==> src/rtl/rxa_pkg.sv <==
package rxa_pkg;

    localparam int unsigned DATA_W = 8;

    typedef enum logic [2:0] {
        ST_IDLE  = 3'd0,
        ST_START = 3'd1,
        ST_DATA  = 3'd2,
        ST_PAR   = 3'd3,
        ST_STOP  = 3'd4,
        ST_HOLD  = 3'd5,
        ST_BRK   = 3'd6
    } rx_state_e;

    typedef struct packed {
        logic [DATA_W-1:0] data;
        logic              perr;
        logic              ferr;
        logic              ovr;
    } rx_entry_t;

endpackage

==> src/rtl/rxa_deframer.sv <==
module rxa_deframer
    import rxa_pkg::*;
#(
    parameter int unsigned MAX_MULT = 64
) (
    input  logic       clk,
    input  logic       rst_n,
    input  logic       rxd,
    input  logic [1:0] cfg_len,
    input  logic       cfg_par_en,
    input  logic       cfg_par_odd,
    input  logic [1:0] cfg_mult,
    output logic       push,
    output rx_entry_t  push_entry,
    output logic       brk_begin,
    output logic       brk_end
);
    localparam int unsigned CNT_W = $clog2(MAX_MULT);
    localparam int unsigned IDX_W = $clog2(DATA_W);

    typedef struct packed {
        rx_state_e         st;
        logic [CNT_W-1:0]  cnt;
        logic [IDX_W-1:0]  bidx;
        logic [DATA_W-1:0] shf;
        logic              par_bit;
        logic              push;
        rx_entry_t         ent;
        logic              bb;
        logic              be;
    } df_state_t;

    df_state_t st_d, st_q;
    logic [CNT_W-1:0] full_m1;
    logic [CNT_W-1:0] half_m1;
    logic [IDX_W-1:0] last_idx;
    logic             oversampled;

    // Tick counts per bit (minus one) for each multiplier code
    always_comb begin
        case (cfg_mult)
            2'd1:    begin full_m1 = CNT_W'(MAX_MULT/4 - 1); half_m1 = CNT_W'(MAX_MULT/8 - 1);  end
            2'd2:    begin full_m1 = CNT_W'(MAX_MULT/2 - 1); half_m1 = CNT_W'(MAX_MULT/4 - 1);  end
            2'd3:    begin full_m1 = CNT_W'(MAX_MULT - 1);   half_m1 = CNT_W'(MAX_MULT/2 - 1);  end
            default: begin full_m1 = '0;                     half_m1 = '0;                      end
        endcase
        oversampled = (cfg_mult != 2'd0);
        last_idx    = IDX_W'(cfg_len) + IDX_W'(DATA_W - 4);
    end

    always_comb begin
        st_d      = st_q;
        st_d.push = 1'b0;
        st_d.bb   = 1'b0;
        st_d.be   = 1'b0;
        case (st_q.st)
            ST_IDLE: begin
                if (!rxd) begin
                    st_d.shf  = '0;
                    st_d.bidx = '0;
                    if (oversampled) begin
                        st_d.st  = ST_START;
                        st_d.cnt = half_m1;
                    end else begin
                        st_d.st  = ST_DATA;
                        st_d.cnt = '0;
                    end
                end
            end
            ST_START: begin
                if (st_q.cnt != '0) begin
                    st_d.cnt = st_q.cnt - 1'b1;
                end else if (rxd) begin
                    st_d.st = ST_IDLE;             // glitch, not a start bit
                end else begin
                    st_d.st  = ST_DATA;
                    st_d.cnt = full_m1;
                end
            end
            ST_DATA: begin
                if (st_q.cnt != '0) begin
                    st_d.cnt = st_q.cnt - 1'b1;
                end else begin
                    st_d.shf[st_q.bidx] = rxd;
                    st_d.cnt            = full_m1;
                    if (st_q.bidx == last_idx) begin
                        st_d.st = cfg_par_en ? ST_PAR : ST_STOP;
                    end else begin
                        st_d.bidx = st_q.bidx + 1'b1;
                    end
                end
            end
            ST_PAR: begin
                if (st_q.cnt != '0) begin
                    st_d.cnt = st_q.cnt - 1'b1;
                end else begin
                    st_d.par_bit = rxd;
                    st_d.cnt     = full_m1;
                    st_d.st      = ST_STOP;
                end
            end
            ST_STOP: begin
                if (st_q.cnt != '0) begin
                    st_d.cnt = st_q.cnt - 1'b1;
                end else begin
                    st_d.push      = 1'b1;
                    st_d.ent.data  = st_q.shf;
                    st_d.ent.perr  = cfg_par_en & ((^st_q.shf ^ st_q.par_bit) != cfg_par_odd);
                    st_d.ent.ferr  = !rxd;
                    st_d.ent.ovr   = 1'b0;
                    if (rxd) begin
                        st_d.st = ST_IDLE;
                    end else if (st_q.shf == '0 && !(cfg_par_en && st_q.par_bit)) begin
                        st_d.st = ST_BRK;
                        st_d.bb = 1'b1;
                    end else if (oversampled) begin
                        st_d.st  = ST_HOLD;
                        st_d.cnt = half_m1;
                    end else begin
                        st_d.st = ST_IDLE;
                    end
                end
            end
            ST_HOLD: begin
                if (st_q.cnt != '0) st_d.cnt = st_q.cnt - 1'b1;
                else                st_d.st  = ST_IDLE;
            end
            ST_BRK: begin
                if (rxd) begin
                    st_d.be = 1'b1;
                    st_d.st = ST_IDLE;
                end
            end
            default: st_d.st = ST_IDLE;
        endcase
    end

    always_ff @(posedge clk or negedge rst_n) begin
        if (!rst_n) st_q <= '0;
        else        st_q <= st_d;
    end

    assign push       = st_q.push;
    assign push_entry = st_q.ent;
    assign brk_begin  = st_q.bb;
    assign brk_end    = st_q.be;

endmodule

==> src/rtl/rxa_fifo.sv <==
module rxa_fifo
    import rxa_pkg::*;
#(
    parameter int unsigned DEPTH = 3
) (
    input  logic      clk,
    input  logic      rst_n,
    input  logic      push,
    input  rx_entry_t push_entry,
    input  logic      rd_en,
    output logic      valid,
    output rx_entry_t head
);
    localparam int unsigned CW = $clog2(DEPTH + 1);

    typedef struct packed {
        rx_entry_t [DEPTH-1:0] mem;
        logic      [CW-1:0]    cnt;
    } fifo_state_t;

    fifo_state_t fs_d, fs_q;
    logic [CW-1:0] lvl;

    always_comb begin
        fs_d = fs_q;
        if (rd_en && fs_q.cnt != '0) begin
            for (int i = 0; i < DEPTH - 1; i++) begin
                fs_d.mem[i] = fs_q.mem[i+1];
            end
            fs_d.cnt = fs_q.cnt - 1'b1;
        end
        lvl = fs_d.cnt;
        if (push) begin
            if (lvl == CW'(DEPTH)) begin
                fs_d.mem[DEPTH-1]     = push_entry;
                fs_d.mem[DEPTH-1].ovr = 1'b1;
            end else begin
                for (int i = 0; i < DEPTH; i++) begin
                    if (lvl == CW'(i)) fs_d.mem[i] = push_entry;
                end
                fs_d.cnt = lvl + 1'b1;
            end
        end
    end

    always_ff @(posedge clk or negedge rst_n) begin
        if (!rst_n) fs_q <= '0;
        else        fs_q <= fs_d;
    end

    assign valid = (fs_q.cnt != '0);
    assign head  = fs_q.mem[0];

endmodule

==> src/rtl/async_rx_core.sv <==
module async_rx_core
    import rxa_pkg::*;
#(
    parameter int unsigned MAX_MULT   = 64,
    parameter int unsigned FIFO_DEPTH = 3
) (
    input  logic              clk,
    input  logic              rst_n,
    input  logic              rxd,
    input  logic [1:0]        cfg_len,
    input  logic              cfg_par_en,
    input  logic              cfg_par_odd,
    input  logic [1:0]        cfg_mult,
    input  logic              rd_en,
    output logic              rx_valid,
    output logic [DATA_W-1:0] rx_data,
    output logic              rx_perr,
    output logic              rx_ferr,
    output logic              rx_ovr,
    output logic              char_done,
    output logic              brk_begin,
    output logic              brk_end
);
    logic      push;
    rx_entry_t push_entry;
    rx_entry_t head;

    rxa_deframer #(.MAX_MULT(MAX_MULT)) i_deframer (
        .clk         (clk),
        .rst_n       (rst_n),
        .rxd         (rxd),
        .cfg_len     (cfg_len),
        .cfg_par_en  (cfg_par_en),
        .cfg_par_odd (cfg_par_odd),
        .cfg_mult    (cfg_mult),
        .push        (push),
        .push_entry  (push_entry),
        .brk_begin   (brk_begin),
        .brk_end     (brk_end)
    );

    rxa_fifo #(.DEPTH(FIFO_DEPTH)) i_fifo (
        .clk        (clk),
        .rst_n      (rst_n),
        .push       (push),
        .push_entry (push_entry),
        .rd_en      (rd_en),
        .valid      (rx_valid),
        .head       (head)
    );

    assign char_done = push;
    assign rx_data   = head.data;
    assign rx_perr   = head.perr;
    assign rx_ferr   = head.ferr;
    assign rx_ovr    = head.ovr;

endmodule

==> config.mk <==
export PLATFORM = sky130hd
export DESIGN_NAME = async_rx_core
export DESIGN_NICKNAME = d
export VERILOG_FILES = /design/src/rtl/rxa_pkg.sv /design/src/rtl/rxa_deframer.sv /design/src/rtl/rxa_fifo.sv /design/src/rtl/async_rx_core.sv
export SDC_FILE = /design/constraint.sdc
export NUM_CORES = 1
export LEC_CHECK = 0
export BUFFER_PORTS_ARGS = -buffer_cell sky130_fd_sc_hd__buf_2
export CORE_AREA = 5 5 134 72
export CTS_BUF_LIST = sky130_fd_sc_hd__clkbuf_16
export DETAILED_ROUTE_END_ITERATION = 12
export DIE_AREA = 0 0 139 77
export PLACE_DENSITY = 0.67
export SLEW_MARGIN = 0
export SYNTH_ARGS = -nofsm -noshare
export SYNTH_HDL_FRONTEND = slang
export SYNTH_HIERARCHICAL = 1
export SYNTH_SLANG_ARGS = --single-unit
==> constraint.sdc <==
create_clock -name clk -period 4.18 [get_ports clk]
set_input_delay 0.209 -clock clk [delete_from_list [all_inputs] [get_ports clk]]
set_output_delay 0.209 -clock clk [all_outputs]
set_load 0.05 [all_outputs]
Word level (Yosys, flattened, before mapping)
Index checks and enable logic that the tools add are counted. W data, S select, Z words.

Eq/ne operators: 28. Add/sub/neg operators: 5. Reductions and logical operators: 24. Muxes and demuxes: 45. $lt $le $gt $ge: 2. Bitwise gates (word level): 3.

Operator list (number): $mux W24 (3); $mux W11 (5); $mux W6 (8); $mux W3 (12); $pmux W6 S5 (1); $mux W13 (2); $pmux W11 S2 (1); $pmux W3 S7 (1); $mux W20 (1); $pmux W6 S3 (1); $ne A2 B2 Y1 const B (8); $pmux W5 S3 (1); $eq A3 B3 Y1 const B (3); $ne A3 B2 Y1 const B (3); $bwmux W8 (1); $eq A2 B2 Y1 const B (4); $logic_not A8 Y1 (1); $mux W8 (1); $reduce_and A8 Y1 (1); $reduce_bool A2 Y1 (4); $reduce_xor A8 Y1 (1); $reduce_and A7 Y1 (1); $eq A3 B2 Y1 const B (2); $reduce_and A2 Y1 (3); 28 further kinds (38).

Logic and storage cells: 131. Input bits: 10. Output and inout bits: 15. Register bits after elaboration: 69.

Depth between registers and ports, before layout
Word-level depth: 7. Depth in mapped cells: 9. Mapped depth without buffers: 7.

Cells and area by module
Netlist, hierarchy kept.

Modules (own cells, without submodules): rxa_deframer (times used 1, cells an instance 259, seq. area each 850.8 um2, area an instance 2207.1 um2); rxa_fifo (times used 1, cells an instance 127, seq. area each 875.8 um2, area an instance 1838.0 um2).

Worst setup path before layout
No wires, ideal clock.

Kind: flip-flop to flip-flop. Start: register i_deframer/st_q[26] in the netlist's numbering. End: register i_deframer/st_q[23] in the netlist's numbering. Path slack: 2.073 ns. Period minus slack after synthesis: 2.107 ns. Buffers on the path: 1. Stages on the path, launching flop included: 9. Required time: 4.055 ns. Arrival time: 1.982 ns. Setup time: 0.125 ns. Path through: dfrtp_1 inv_1 ha_1 or3b_1 buf_6 nor2_8 a31oi_1 or3_4 mux2_4.

Cells in the longest elaborated chain, start to end: 3.

RTL lines: start: declaration (RTL line rxa_deframer.sv:33) `df_state_t st_d, st_q;`; start signal: assignment (RTL line rxa_deframer.sv:140) `else st_q <= st_d;`; $reduce_bool A6 Y1 (RTL line rxa_deframer.sv:81) `if (st_q.cnt != '0) begin`; $ne A2 B2 Y1 (no line); $reduce_and A4 Y1 (no line).

No other way between the ends. A chain may end at the register's enable or synchronous reset.

Worst setup path in the final report
Start: register i_deframer/st_q[26] in the netlist's numbering. End: register i_deframer/st_q[34] in the netlist's numbering.

Cells in the longest elaborated chain, start to end: 3. Elaborated cells between the ends (all ways): 7. Those cells by class: 5 x eq/ne; 2 x reduce/logical.

RTL lines: $reduce_bool A6 Y1 (*); $ne A2 B2 Y1 (no line); $reduce_and A8 Y1 (no line) (*).

Mark *: on every way between the ends. The rest lies on a longest branch, timed or not.

==> out/qor.tcl <==
set qor(run_status) {finished, final reports clean}
set qor(timing.critical_path.mode_cell) {sky130_fd_sc_hd__o21ai_0}
set qor(syn_avg_cell_area_sq_um) 10.5
set qor(synthDominantCellAreaShare_pct) 42.7
set qor(holdCritPathClass) {in2reg}
set qor(setup_fix_bufs_post_cts) 0
set qor(routabilityCongestion) 0.879
set qor(cp-end-kind) {flop}
set qor(detail_route.first_pass.iterations) 6
set qor(grt_pass1_wl_microns) 14300
set qor(synth_top_flop_cell) {sky130_fd_sc_hd__dfrtp_1}
set qor(regToRegEndpoint) {i_deframer/st_q[34]$_DFFE_PN0P_}
set qor(worst_slew_pin_slew_ns) 0.969
set qor(fp.coreArea_sq_um) 8410
set qor(startpoint_type) {flop}
set qor(reg2regPathDepth) 7
set qor(synth-xor-area-share_pct) 1.95
set qor(tritoncts) {done}
set qor(critPathMaxStageDelay_ns) 0.75
set qor(relSlewSlack_pct) 34.9
set qor(ant_nets) 0
set qor(first_iter_violations) 306
set qor(ordered_list_of_cells_on_the_worst_path) {inv_1 > ha_1 > nor3b_1 > nand4_1 > o211ai_1 > o21ai_0 > o21ai_0}
set qor(cts.path.max_buffers) 2
set qor(timing_worst_setup_path_type) {reg2reg}
set qor(yosys.area_share.adder_pct) 2.17
set qor(area_of_all_sequential_standard_cells_sq_um) 1730
set qor(timing.setup.tns_ns) 0
set qor(timing.clock.skew_ns) 0.00369
set qor(power.density_nw_per_um2) 614
set qor(grt_total_usage_pct) 16.9
set qor(design.die.area_sq_um) 10700
set qor(final-hold-violation-count) 0
set qor(clkLatencyLatePin_ns) 0.32
set qor(critical-path-slowest-cell) {sky130_fd_sc_hd__nand4_1}
set qor(cell_with_the_most_instances_after_synthesis) {sky130_fd_sc_hd__dfrtp_1}
set qor(regToRegStartpoint) {i_deframer/st_q[26]$_DFFE_PN0P_}
set qor(fp-row-count) 24
set qor(fin_crit_sh_pct) 66.5
set qor(r2r_slack_ns) 1.40
set qor(synth-async-reset-ratio_pct) 100
set qor(grt_antenna_before_repair) 0
set qor(synth_sequential_area_ratio_pct) 42.7
set qor(die_x_microns) 139
set qor(rsz0062_at_grt) {no}
set qor(min-delay-start) {cfg_par_en}
set qor(die-height_microns) 77
set qor(grt_max_degree) 41
set qor(final.fill_count) 739
set qor(routed_wirelength_microns) 8590
set qor(synth_compound_area_share_pct) 13.5
set qor(cts_max_level) 3
set qor(multiInputGateArea_sq_um) 1940
set qor(drv.max_cap_violation_count) 0
set qor(final_nets) 398
set qor(ir_drop_v) 0.000221
set qor(yosys-top-cells-area) {sky130_fd_sc_hd__dfrtp_1, sky130_fd_sc_hd__mux2_2, sky130_fd_sc_hd__mux2_4}
set qor(ios) 25
set qor(arrival_ns) 3.01
set qor(synth-edff-count) 0
set qor(holdPathEnd) {i_deframer/push_entry[2]$_DFFE_PN0P_}
set qor(power.static_leakage_nw) 2.07
set qor(routedWlPerCell_microns) 17.2
set qor(timing.final.crit_period_ns) 2.78
set qor(post_drt_via_cell_ratio) 5.65
set qor(numClockSinks) 69
set qor(finalSetupViolCount) 0
set qor(synthesis.instances) 386
set qor(drt_drc_violations_left) 0
set qor(detailroute.via_count) 2826
set qor(finalNonFillerCells) 500
set qor(place.detailed.instances) 486
set qor(clk_transition_reported_paths_ns) 0.05
set qor(timing.hold.worst_path_depth) 3
set qor(cts_inserted_buffers) 9
set qor(post_synth_and_or_nand_nor_area_fraction_pct) 11.7
set qor(synth.distinct_cells) 55
set qor(slew_violations) 0
set qor(cts_root_buffer) {sky130_fd_sc_hd__clkbuf_16}
set qor(synth_area_sq_um) 4050
set qor(dpl.hpwl_microns) 6190
set qor(yosysTopAreaCell) {sky130_fd_sc_hd__dfrtp_1}
set qor(post_synthesis_to_final_layout_area_growth_pct) 6.59
set qor(synthesis.nets) 403
set qor(globalRoute.totalOverflow) 0
set qor(number_of_global_route_vias_before_repair) 2674
set qor(synthMuxAreaShare_pct) 18.6
set qor(buffer_ports.inserted) 24
set qor(yosysWarningCount) 6
set qor(req_time_crit_path_ns) 4.42
set qor(max_freq_ghz) 0.360
set qor(ctsResizeCount) 0
set qor(initial_utilization_pct) 48.1
set qor(main_combinational_cell_family_by_area_after_synthesis) {multiplexers}
set qor(synthesis_stage_register_bit_count) 69
set qor(critical_path_peak_fanout) 22
set qor(diodes) 0
set qor(drive_gt1_share_pct) 27.4
set qor(final_core_utilization_pct) 51.3
set qor(synth.cells.most_frequent) {sky130_fd_sc_hd__dfrtp_1, sky130_fd_sc_hd__mux2_2, sky130_fd_sc_hd__nand2_1, sky130_fd_sc_hd__buf_4, sky130_fd_sc_hd__o21ai_0}
[area by class of cell]
cell class	count	share of cell area [%]
tap	117	3.40
sequential	69	40.0
inverter	20	1.74
timing repair buffer	28	3.54
clock buffer	9	5.22
clock inverter	4	0.987
multi-input combinational	253	45.1
[critical path, delay by kind of cell (launching register included)]
kind,cells,cell delay (ns)
AO/OA/AOI/OAI,3,0.65
adder cells (fa/ha/maj),1,0.25
buffers and inverters,1,0.09
flip-flops,1,0.40
AND/OR/NAND/NOR,2,1.29
[power breakdown]
group          switching (mW)  internal [mW]  total, mW
Combinational           0.601          0.407       1.01
Sequential              0.155          0.786      0.942
Clock                   0.254          0.446      0.699
Total                    1.01           1.64       2.65
[worst max-delay path by stage]
stage | start | endpoint | slack (ns) | cells after the start
detailed placement | i_fifo/fs_q[1]$_DFF_PN0_ | i_fifo/fs_q[23]$_DFF_PN0_ | 1.44 | 6
floorplan | i_deframer/st_q[26]$_DFFE_PN0P_ | i_deframer/st_q[23]$_DFFE_PN0P_ | 2.07 | 8
finish | i_deframer/st_q[26]$_DFFE_PN0P_ | i_deframer/st_q[34]$_DFFE_PN0P_ | 1.40 | 7
global placement | i_fifo/fs_q[0]$_DFF_PN0_ | i_fifo/head[10]$_DFF_PN0_ | 1.54 | 6
global route | i_deframer/st_q[26]$_DFFE_PN0P_ | i_deframer/st_q[34]$_DFFE_PN0P_ | 1.13 | 7
CTS | i_fifo/fs_q[1]$_DFF_PN0_ | i_fifo/fs_q[23]$_DFF_PN0_ | 1.43 | 6
[layer usage]
layer  up-vias  global-route usage [%]  part of all wire [%]
met5         -                       0                     0
met4         0                    5.57                   1.1
met3        11                    5.10                   8.3
met2       112                    22.7                    41
met1      1360                    25.5                    49
li1       1343                       -                     -
[logic make-up after synthesis]
kind of cell / Yosys count
other: 1
flip-flops: 69
AND/OR/NAND/NOR: 90
XOR/XNOR: 9
adder cells (fa/ha/maj): 7
multiplexers: 60
AO/OA/AOI/OAI: 86
buffers and inverters: 64
[through the flow]
stage / hold WS [ns] / total power, mW / worst slack, ns / instance area, sq um
final: 0.232 / 2.65 / 1.40 / 4310
after global routing: 0.251 / 2.82 / 1.13 / 4310
after CTS: 0.216 / 2.66 / 1.43 / 4310
after detailed placement: 0.300 / 1.94 / 1.44 / 4030
after global placement: 0.297 / 1.91 / 1.54 / 4030
after floorplan: -0.0866 / 1.78 / 2.07 / 4050
[cells in the final DEF (no fill, tap or decap), types with 2 or more instances in the layout]
| master | instances |
|---|---|
| sky130_fd_sc_hd__o211ai_1 | 4 |
| sky130_fd_sc_hd__o32a_1 | 2 |
| sky130_fd_sc_hd__buf_2 | 24 |
| sky130_fd_sc_hd__nand2_1 | 31 |
| sky130_fd_sc_hd__a21oi_1 | 21 |
| sky130_fd_sc_hd__nand3b_1 | 3 |
| sky130_fd_sc_hd__ha_1 | 7 |
| sky130_fd_sc_hd__o21ai_2 | 2 |
| sky130_fd_sc_hd__o21bai_1 | 2 |
| sky130_fd_sc_hd__mux2_2 | 37 |
| sky130_fd_sc_hd__mux2i_1 | 2 |
| sky130_fd_sc_hd__clkbuf_16 | 9 |
| sky130_fd_sc_hd__a21boi_0 | 2 |
| sky130_fd_sc_hd__inv_1 | 20 |
| sky130_fd_sc_hd__nor3b_1 | 2 |
| sky130_fd_sc_hd__o2bb2ai_1 | 2 |
| sky130_fd_sc_hd__nor3_1 | 9 |
| sky130_fd_sc_hd__nand4_1 | 2 |
| sky130_fd_sc_hd__a31oi_1 | 8 |
| sky130_fd_sc_hd__clkinv_1 | 2 |
| sky130_fd_sc_hd__mux2_4 | 21 |
| sky130_fd_sc_hd__nor2b_1 | 4 |
| sky130_fd_sc_hd__dfrtp_1 | 69 |
| sky130_fd_sc_hd__nor4b_1 | 2 |
| sky130_fd_sc_hd__and3_1 | 3 |
| sky130_fd_sc_hd__nor2_1 | 17 |
| sky130_fd_sc_hd__o22ai_1 | 4 |
| sky130_fd_sc_hd__o41ai_1 | 3 |
| sky130_fd_sc_hd__a22o_1 | 2 |
| sky130_fd_sc_hd__nand3_1 | 4 |
| sky130_fd_sc_hd__buf_4 | 3 |
| sky130_fd_sc_hd__o31ai_1 | 4 |
| sky130_fd_sc_hd__xnor2_1 | 8 |
| sky130_fd_sc_hd__o21ai_0 | 23 |
| sky130_fd_sc_hd__or2_2 | 3 |
[sequential cells by signal (all words and copies together) (netlist names)]
| name | cells |
|---|---|
| i_deframer/push_entry | 10 |
| i_deframer/push | 1 |
| i_deframer/brk_begin | 1 |
| i_fifo/head | 11 |
| i_deframer/brk_end | 1 |
| i_deframer/st_q | 21 |
| i_fifo/fs_q | 24 |
[what timing repair did]
action                     CTS  global route
hold endpoints to repair    29             0
setup endpoints to repair    0             0
hold buffers                 1             0
(Power assumes the default switching activity.)
